## config.mk

```make
export PLATFORM = sky130hd
export DESIGN_NAME = colsig_mismatch_det
export DESIGN_NICKNAME = d
export VERILOG_FILES = /design/src/rtl/colsig_pkg.sv /design/src/rtl/colsig_ctrl.sv /design/src/rtl/colsig_counter.sv /design/src/rtl/colsig_agree.sv /design/src/rtl/colsig_datapath.sv /design/src/rtl/colsig_mismatch_det.sv
export SDC_FILE = /design/constraint.sdc
export NUM_CORES = 2
export LEC_CHECK = 0
export BUFFER_PORTS_ARGS = -buffer_cell sky130_fd_sc_hd__buf_2
export CAP_MARGIN = 5
export CELL_PAD_IN_SITES_DETAIL_PLACEMENT = 0
export CELL_PAD_IN_SITES_GLOBAL_PLACEMENT = 1
export CORE_MARGIN = 1
export CORE_UTILIZATION = 48
export CTS_BUF_LIST = sky130_fd_sc_hd__clkbuf_16
export DETAILED_ROUTE_END_ITERATION = 12
export PLACE_DENSITY = 0.77
export SLEW_MARGIN = 5
export SYNTH_ARGS = -nofsm -noshare
export SYNTH_HDL_FRONTEND = slang
export SYNTH_SLANG_ARGS = --single-unit
export TNS_END_PERCENT = 20
```

## constraint.sdc

```tcl
create_clock -name clk -period 7.9 [get_ports clk]
set_input_delay 1.58 -clock clk [delete_from_list [all_inputs] [get_ports clk]]
set_output_delay 1.58 -clock clk [all_outputs]
set_load 0.02 [all_outputs]
```

## src/rtl/colsig_pkg.sv

```systemverilog
package colsig_pkg;

  // Strobes from the window control to the datapath
  typedef struct packed {
    logic winStart;  // first cycle of a window: counters reload
    logic cntEn;     // window open: counters accumulate
    logic evalNow;   // window just closed: judge the counts
    logic flagClr;   // clear request for the sticky flag
  } sigStrobe_t;

  typedef enum logic {
    RAIL_SUPPLY = 1'b0,
    RAIL_GROUND = 1'b1
  } rail_e;

endpackage

```

## src/rtl/colsig_ctrl.sv

```systemverilog
module colsig_ctrl
  import colsig_pkg::*;
#(
  parameter int OP_W = 2
) (
  input  logic            clk,
  input  logic            rstN,
  input  logic            opValid,
  input  logic [OP_W-1:0] opType,
  input  logic            arraySel,
  input  logic            clearReq,
  output sigStrobe_t      strobes
);

  logic            winOpen;
  logic            prevOpen;
  logic [OP_W-1:0] prevType;
  logic            typeChg;

  assign winOpen = opValid & arraySel;
  assign typeChg = (opType != prevType);

  always_ff @(posedge clk or negedge rstN) begin
    if (!rstN) begin
      prevOpen <= 1'b0;
      prevType <= '0;
    end else begin
      prevOpen <= winOpen;
      prevType <= opType;
    end
  end

  always_comb begin
    strobes.winStart = winOpen & (~prevOpen | typeChg);
    strobes.cntEn    = winOpen;
    strobes.evalNow  = prevOpen & (~winOpen | typeChg);
    strobes.flagClr  = clearReq;
  end

endmodule

```

## src/rtl/colsig_counter.sv

```systemverilog
module colsig_counter #(
  parameter int CNT_W = 6
) (
  input  logic             clk,
  input  logic             rstN,
  input  logic             sensBit,
  input  logic             winStart,
  input  logic             cntEn,
  output logic [CNT_W-1:0] count
);

  localparam logic [CNT_W-1:0] CNT_MAX = '1;

  always_ff @(posedge clk or negedge rstN) begin
    if (!rstN) begin
      count <= '0;
    end else if (winStart) begin
      count <= {{(CNT_W-1){1'b0}}, sensBit};
    end else if (cntEn && sensBit && (count != CNT_MAX)) begin
      count <= count + 1'b1;
    end
  end

endmodule

```

## src/rtl/colsig_agree.sv

```systemverilog
module colsig_agree #(
  parameter int NUM_COLS = 8,
  parameter int CNT_W    = 6
) (
  input  logic [NUM_COLS-1:0][CNT_W-1:0] counts,
  input  logic [CNT_W-1:0]               tol,
  output logic [NUM_COLS-1:0]            deviant
);

  localparam int              AGR_W  = $clog2(NUM_COLS + 1);
  localparam logic [AGR_W-1:0] QUORUM = AGR_W'(NUM_COLS / 2 + 1);

  logic [NUM_COLS-1:0][NUM_COLS-1:0] near;
  logic [NUM_COLS-1:0][AGR_W-1:0]    tally;

  for (genvar gi = 0; gi < NUM_COLS; gi++) begin : g_row
    for (genvar gj = 0; gj < NUM_COLS; gj++) begin : g_col
      logic [CNT_W-1:0] gap;
      assign gap = (counts[gi] > counts[gj]) ? (counts[gi] - counts[gj])
                                             : (counts[gj] - counts[gi]);
      assign near[gi][gj] = (gap <= tol);
    end
  end

  always_comb begin
    for (int i = 0; i < NUM_COLS; i++) begin
      tally[i] = '0;
      for (int j = 0; j < NUM_COLS; j++) begin
        tally[i] = tally[i] + AGR_W'(near[i][j]);
      end
      deviant[i] = (tally[i] < QUORUM);
    end
  end

endmodule

```

## src/rtl/colsig_datapath.sv

```systemverilog
module colsig_datapath
  import colsig_pkg::*;
#(
  parameter int NUM_COLS = 8,
  parameter int CNT_W    = 6,
  localparam int COL_W   = (NUM_COLS > 1) ? $clog2(NUM_COLS) : 1
) (
  input  logic                clk,
  input  logic                rstN,
  input  sigStrobe_t          strobes,
  input  logic [NUM_COLS-1:0] sensVdd,
  input  logic [NUM_COLS-1:0] sensGnd,
  input  logic [CNT_W-1:0]    tolerance,
  output logic                flag,
  output logic [COL_W-1:0]    flagCol,
  output rail_e               flagRail
);

  localparam int NUM_RAILS = 2;

  logic [NUM_RAILS-1:0][NUM_COLS-1:0]            sensRail;
  logic [NUM_RAILS-1:0][NUM_COLS-1:0][CNT_W-1:0] railCnt;
  logic [NUM_RAILS-1:0][NUM_COLS-1:0]            railDev;

  assign sensRail[RAIL_SUPPLY] = sensVdd;
  assign sensRail[RAIL_GROUND] = sensGnd;

  for (genvar gr = 0; gr < NUM_RAILS; gr++) begin : g_rail
    for (genvar gc = 0; gc < NUM_COLS; gc++) begin : g_chan
      colsig_counter #(.CNT_W(CNT_W)) u_cnt (
        .clk      (clk),
        .rstN     (rstN),
        .sensBit  (sensRail[gr][gc]),
        .winStart (strobes.winStart),
        .cntEn    (strobes.cntEn),
        .count    (railCnt[gr][gc])
      );
    end

    colsig_agree #(.NUM_COLS(NUM_COLS), .CNT_W(CNT_W)) u_agree (
      .counts  (railCnt[gr]),
      .tol     (tolerance),
      .deviant (railDev[gr])
    );
  end

  // Lowest column wins; supply rail wins inside a column
  logic             hit;
  logic [COL_W-1:0] hitCol;
  rail_e            hitRail;

  always_comb begin
    hit     = 1'b0;
    hitCol  = '0;
    hitRail = RAIL_SUPPLY;
    for (int i = NUM_COLS - 1; i >= 0; i--) begin
      if (railDev[RAIL_SUPPLY][i] || railDev[RAIL_GROUND][i]) begin
        hit     = 1'b1;
        hitCol  = COL_W'(i);
        hitRail = railDev[RAIL_SUPPLY][i] ? RAIL_SUPPLY : RAIL_GROUND;
      end
    end
  end

  logic record;
  assign record = strobes.evalNow & hit;

  always_ff @(posedge clk or negedge rstN) begin
    if (!rstN) begin
      flag     <= 1'b0;
      flagCol  <= '0;
      flagRail <= RAIL_SUPPLY;
    end else if (record) begin
      flag <= 1'b1;
      if (!flag || strobes.flagClr) begin
        flagCol  <= hitCol;
        flagRail <= hitRail;
      end
    end else if (strobes.flagClr) begin
      flag <= 1'b0;
    end
  end

endmodule

```

## src/rtl/colsig_mismatch_det.sv

```systemverilog
module colsig_mismatch_det
  import colsig_pkg::*;
#(
  parameter int NUM_COLS = 8,
  parameter int CNT_W    = 6,
  parameter int OP_W     = 2,
  localparam int COL_W   = (NUM_COLS > 1) ? $clog2(NUM_COLS) : 1
) (
  input  logic                clk,
  input  logic                rstN,
  input  logic                opValid,
  input  logic [OP_W-1:0]     opType,
  input  logic                arraySel,
  input  logic [NUM_COLS-1:0] sensVdd,
  input  logic [NUM_COLS-1:0] sensGnd,
  input  logic [CNT_W-1:0]    tolerance,
  input  logic                clearFlag,
  output logic                mismatchFlag,
  output logic [COL_W-1:0]    mismatchCol,
  output logic                mismatchRail
);

  sigStrobe_t strobes;
  rail_e      railSel;

  colsig_ctrl #(.OP_W(OP_W)) u_ctrl (
    .clk      (clk),
    .rstN     (rstN),
    .opValid  (opValid),
    .opType   (opType),
    .arraySel (arraySel),
    .clearReq (clearFlag),
    .strobes  (strobes)
  );

  colsig_datapath #(.NUM_COLS(NUM_COLS), .CNT_W(CNT_W)) u_dp (
    .clk       (clk),
    .rstN      (rstN),
    .strobes   (strobes),
    .sensVdd   (sensVdd),
    .sensGnd   (sensGnd),
    .tolerance (tolerance),
    .flag      (mismatchFlag),
    .flagCol   (mismatchCol),
    .flagRail  (railSel)
  );

  assign mismatchRail = railSel;

endmodule

```

# Word level (Yosys, flattened, before mapping)
# Cells that the tools add are included.
[word_totals]
regBits = 104
latch_bits = 0
mem_bits_rw = 0
mem_bits_ro = 0
out_inout_bits = 5
elab_cells = 796
memories = 0
[op_classes]
n_addsub = 256
multipliers = 0
div_mod_pow = 0
order_cmp = 256
eq_ne = 17
shift = 0
muxes = 178
bitwise = 8
n_reduce_logical = 60
[ops]
columns = ["cell", "count"]
rows = [
  ["2-to-1 mux 6 bit", 144],
  ["less-or-equal comparator 6 bit", 128],
  ["subtractor 6 bit", 128],
  ["> comparator 6 bit", 112],
  ["adder 4 x 1 -> 4 bit", 64],
  ["adder 6 x 1 -> 6 bit, second input constant", 16],
  ["!= test 6 bit, second input constant", 16],
  ["adder 3 x 1 -> 4 bit", 16],
  ["less-than comparator 4 x 3 -> 1 bit, second input constant", 16],
  ["adder 2 x 1 -> 3 bit", 16],
  ["nonzero test 2 bit", 17],
  ["adder 1 x 1 -> 2 bit", 16],
  ["logical AND 1 bit", 32],
  ["2-to-1 mux 1 bit", 26],
  ["2-to-1 mux 3 bit", 8],
  ["logical OR 1 bit", 9],
  ["bitwise AND 1 bit", 4],
  ["!= test 2 bit", 1],
  ["NOT 1 bit", 2],
  ["bitwise OR 1 bit", 2],
  ["AND reduction 2 bit", 1],
  ["logical NOT 1 bit", 1],
]

# Longest topological paths before layout
[logic_depth]
ltp_word = 22
ltp_mapped = 31

# Modules after synthesis
# A second synthesis with hierarchy kept.
[unflattened]
cells_unflattened = 7795
area_unflattened_um2 = 63663.6
[by_module_without_submodules]
columns = ["mod", "n_inst", "cells_each", "area_per_inst_um2", "seq_area_each_um2"]
rows = [
  ["colsig_agree (u_dp.g_rail[0].u_agree)", 1, 3575, 28871.4, 0.0],
  ["colsig_agree (u_dp.g_rail[1].u_agree)", 1, 3570, 28795.1, 0.0],
  ["colsig_counter", 16, 37, 342.8, 150.1],
  ["colsig_datapath", 1, 46, 380.4, 125.1],
  ["colsig_ctrl", 1, 12, 131.4, 75.1],
]

# Least setup slack after synthesis
# No wires, ideal clock.
[synth_timing]
path_type = "input to register"
startpoint = "input port tolerance[1]"
endpoint = "register u_dp.flagCol[2]"
setup_time_ps = 121
arrival_time_ps = 8340
slack_ps = -561
path_stages = 23
path_buffers = 0
path_cell_list = "inv_1 -> ha_1 -> nor2b_1 -> o21a_1 -> o21a_1 -> o21a_1 -> o21ai_0 -> a32oi_1 -> fa_1 -> inv_1 -> fa_1 -> inv_1 -> fa_1 -> inv_1 -> ha_1 -> inv_1 -> fa_1 -> nor2b_1 -> o32ai_2 -> nand2b_1 -> and4bb_1 -> a21oi_4 -> o22a_1"
[synth_between]
elab_chain_len = 20
[synth_lines]
columns = ["element", "line_no", "rtl"]
rows = [
  ["start, declared", "colsig_mismatch_det.sv:16", "input logic [CNT_W-1:0] tolerance,"],
  ["less-or-equal comparator 6 bit", "colsig_agree.sv:21", "assign near[gi][gj] = (gap <= tol);"],
  ["adder 1 x 1 -> 2 bit", "colsig_agree.sv:29", "tally[i] = tally[i] + AGR_W'(near[i][j]);"],
  ["adder 2 x 1 -> 3 bit", "colsig_agree.sv:29", ""],
  ["adder 3 x 1 -> 4 bit", "colsig_agree.sv:29", ""],
  ["adder 4 x 1 -> 4 bit (4 in a row)", "colsig_agree.sv:29", ""],
  ["less-than comparator 4 x 3 -> 1 bit", "colsig_agree.sv:31", "deviant[i] = (tally[i] < QUORUM);"],
  ["logical OR 1 bit", "colsig_datapath.sv:57", "if (railDev[RAIL_SUPPLY][i] || railDev[RAIL_GROUND][i]) begin"],
  ["2-to-1 mux 1 bit (8 in a row)", "colsig_datapath.sv:57", ""],
  ["bitwise AND 1 bit", "colsig_datapath.sv:66", "assign record = strobes.evalNow & hit;"],
  ["AND reduction 2 bit (no line)", "-", ""],
  ["end signal, assigned", "colsig_datapath.sv:76", "flagCol <= hitCol;"],
  ["end, declared", "colsig_datapath.sv:15", "output logic [COL_W-1:0] flagCol,"],
]
# Parallel ways exist; a longest one is shown, timed or not.
# A chain may end at the register's enable or synchronous reset.

# Worst setup path in the final report
[layout_timing]
startpoint = "register u_dp.g_rail[1].g_chan[5].u_cnt.count[0]"
endpoint = "register u_dp.flagCol[1]"
[layout_between]
elab_chain_len = 20
[layout_lines]
columns = ["element", "line_no", "rtl"]
rows = [
  ["start, declared", "colsig_counter.sv:9", "output logic [CNT_W-1:0] count"],
  ["start signal, assigned", "colsig_counter.sv:18", "count <= {{(CNT_W-1){1'b0}}, sensBit};"],
  ["start signal, assigned", "colsig_counter.sv:20", "count <= count + 1'b1;"],
  ["subtractor 6 bit or > comparator 6 bit (tied branches)", "colsig_agree.sv:19, colsig_agree.sv:20", ""],
  ["2-to-1 mux 6 bit", "colsig_agree.sv:19", "assign gap = (counts[gi] > counts[gj]) ? (counts[gi] - counts[gj])"],
  ["less-or-equal comparator 6 bit", "colsig_agree.sv:21", ""],
  ["adder 1 x 1 -> 2 bit", "colsig_agree.sv:29", ""],
  ["adder 2 x 1 -> 3 bit", "colsig_agree.sv:29", ""],
  ["adder 3 x 1 -> 4 bit", "colsig_agree.sv:29", ""],
  ["adder 4 x 1 -> 4 bit (4 in a row)", "colsig_agree.sv:29", ""],
  ["less-than comparator 4 x 3 -> 1 bit", "colsig_agree.sv:31", ""],
  ["logical OR 1 bit", "colsig_datapath.sv:57", ""],
  ["2-to-1 mux 1 bit (6 in a row)", "colsig_datapath.sv:57", ""],
  ["bitwise AND 1 bit", "colsig_datapath.sv:66", ""],
  ["AND reduction 2 bit (no line)", "-", ""],
]
# Parallel ways exist; a longest one is shown, timed or not.

==> results.cfg <==
[yosys]
seq_area_frac_synth_pct = 5.10
yosys_warnings = 0
async_reset_ff_share_pct = 100
synth_cells = 5535
ys_types = 58
synth-main-ff-cell = dfrtp_1
ys_ff_latch = 104
syn_area_um2 = 51000
avgSynthCellArea_um2 = 9.21
synth_edf_count = 0

[floorplan]
core-area_um2 = 105000
die_area_um2 = 108000
io-pin-count = 34
die_y_um = 328
initial_core_util_pct = 48.4
row_count = 119
die_w_um = 328

[global_route]
grt_max_degree = 58
grt_pass1_wl_mm = 267
grt_usage_pct = 32.4
grt_pass1_vias = 43800
antenna_found_initial = 4
overflow = 0

[sta]
fmax_ghz = 0.132
relSlewSlack_pct = 39.4
timing.final.hold_violations = 0
setup_viol = 0
drv_slew = 0
skew_ns = 0.0203
tightest_slew_ns = 0.909
rsz0062_at_grt = no
tns_ns = 0
layout_setup_ws_ns = 0.303
final.period_utilization_pct = 96.2
period_needed_ns = 7.60

[route]
ant_nets = 0
route.detailed.wl_per_inst_um = 24.6
dr.pass1.iters = 6
vias = 44200
avgViaCountPerCell = 6.14
drc = 0
wirelength_mm = 177
drt-initial-drc-count = 3490

[clock_network]
cts_tree = done
cts_max_level = 3
cts-root-buf = clkbuf_16
post-cts-setup-buffers = 0
worstSkewPairLatency_ns = 0.43
cts_buffers = 9
cts_sinks = 104
clk_path_buf_depth = 2
clkSlewWorstSetupHoldPaths_ns = 0.10

[cells_and_area]
final_cell_mix = 1382 x ha_1, 445 x inv_1, 336 x mux2_2
final_util_pct = 52.5
syn_to_final_growth_pct = 8.38
nets = 7391
layout_commonest_cell = ha_1
stdcell_area_um2 = 55300
nFillCells = 9851
drive_gt1_share_pct = 13.3

[setup_path]
slowest_delay_ns = 0.61
critPathMaxFanout = 5
slowest_stage = fa_1
r2r_end = u_dp.flagCol[1]
cp.required_ns = 8.27
worstRegToRegCells = 28
r2r_start = u_dp.g_rail[1].g_chan[5].u_cnt.count[0]
r2r_slack_ns = 0.30
start_kind = flip-flop
path_class = reg -> reg
critPathLaunch = u_dp.g_rail[1].g_chan[5].u_cnt.count[0]
crit_path_frequent_cell = fa_1
worstSetupEndpointType = flip-flop
cp.arrival_ns = 7.96

[status]
status = finished, final reports clean

[worst_hold_path]
hp-start = u_ctrl.prevOpen
hold_path_end = u_dp.flag
hold_path_class = reg -> reg
whs_path_depth = 2

[placed_design]
dp_slack_ns = 0.138
dpl_cell_area_um2 = 54900
place_congestion = 0.984
dp.final_hpwl_mm = 142
portBuffers = 33

[flow_run]
maxCapViolations = 0
-- Yosys cell counts, drive strengths merged (13+ instances only) --
cell | number | area share (%)
nand4 | 110 | 1.3
dfrtp | 104 | 5.1
clkbuf | 25 | 0.20
o211a | 14 | 0.27
nand2 | 129 | 0.95
xor2 | 225 | 3.9
and4 | 68 | 1.2
nand2b | 15 | 0.18
nor3 | 27 | 0.27
nand3 | 66 | 0.65
a32oi | 40 | 0.69
buf | 19 | 0.20
inv | 451 | 3.3
and2 | 64 | 0.79
mux2i | 241 | 4.7
o21ai | 206 | 2.0
nor2b | 109 | 1.3
a21o | 149 | 2.2
nor2 | 205 | 1.5
o21a | 324 | 4.8
or3 | 13 | 0.16
xnor2 | 313 | 5.4
o22ai | 62 | 0.77
a221oi | 121 | 2.1
a21oi | 265 | 2.6
o21bai | 113 | 1.7
o211ai | 111 | 2.6
ha | 1382 | 34
mux2 | 336 | 7.4
fa | 176 | 6.9
-- state kept, by name, summed over array words and instances (netlist names) --
register                        cells
u_dp.flagCol                        3
u_dp.flag                           1
u_ctrl.prevOpen                     1
u_dp.g_rail.g_chan.u_cnt.count     96
u_ctrl.prevType                     2
u_dp.flagRail                       1
-- area by class of cell --
type                    instances  area (um^2)  share of cell area [%]
diodes                          1         2.50                 0.00453
clock buffers                   9          225                   0.408
clock inverters                 7         68.8                   0.125
inverters                     452         1720                    3.11
multi-input cells            4949        46600                    84.3
flip-flops and latches        104         2610                    4.72
well taps                    1391         1740                    3.15
repair buffers                288         2310                    4.18
-- metal layers --
metal	vias to the layer above	track usage [%]	share of wire (%)
met5	-	0	0.019
met4	4	8.51	2.6
met3	239	4.93	7.8
met2	1487	50.4	43
met1	21500	46.2	47
li1	21000	-	-
-- stage by stage --
| step | hold slack, ns | cells |
|---|---|---|
| 2_1_floorplan | 0.510 | 5549 |
| 3_3_place_gp | 0.590 | 7184 |
| 3_5_place_dp | 0.588 | 7184 |
| 4_1_cts | 0.599 | 7200 |
| 5_1_grt | 0.629 | 7200 |
| 6_report | 0.607 | 7201 |
-- kinds of logic after synthesis --
family                     share of synthesized area (%)
adders and majority gates                           40.8
muxes                                               12.2
DFF                                                 5.10
buffers and inverters                               3.73
AOI/OAI and AO/OA                                   20.4
xor gates and xnor gates                            9.24
and+or+nand+nor                                     8.59
other                                             0.0147
-- worst max-delay path: cells and delay by family, from the launching register on --
kind                     cells  cell delay (ns)
AO/OA/AOI/OAI               12             2.34
flip-flops                   1             0.38
AND/OR/NAND/NOR              3             0.48
adder cells (fa/ha/maj)      8             3.30
buffers and inverters        3             0.43
multiplexers                 2             0.59
-- repair_timing --
item | 4_1_cts | 5_1_grt
setup endpoints to repair | 0 | 5
hold buffers | 0 | 0
gates resized for setup | 0 | 13
-- worst max-delay path by stage --
stage	to	slack, ns	depth (start not counted)
floorplan	u_dp.flagCol[2]	0.01	23
global placement	u_dp.flagRail	0.25	30
detailed placement	u_dp.flagCol[2]	0.14	29
CTS	u_dp.flagCol[2]	0.13	29
global route	u_dp.flagCol[2]	0.03	30
finish	u_dp.flagCol[1]	0.30	28
Power is left out: the tool's default activity adds up to more than one toggle a clock period on the data nets, which glitch-free logic cannot reach.
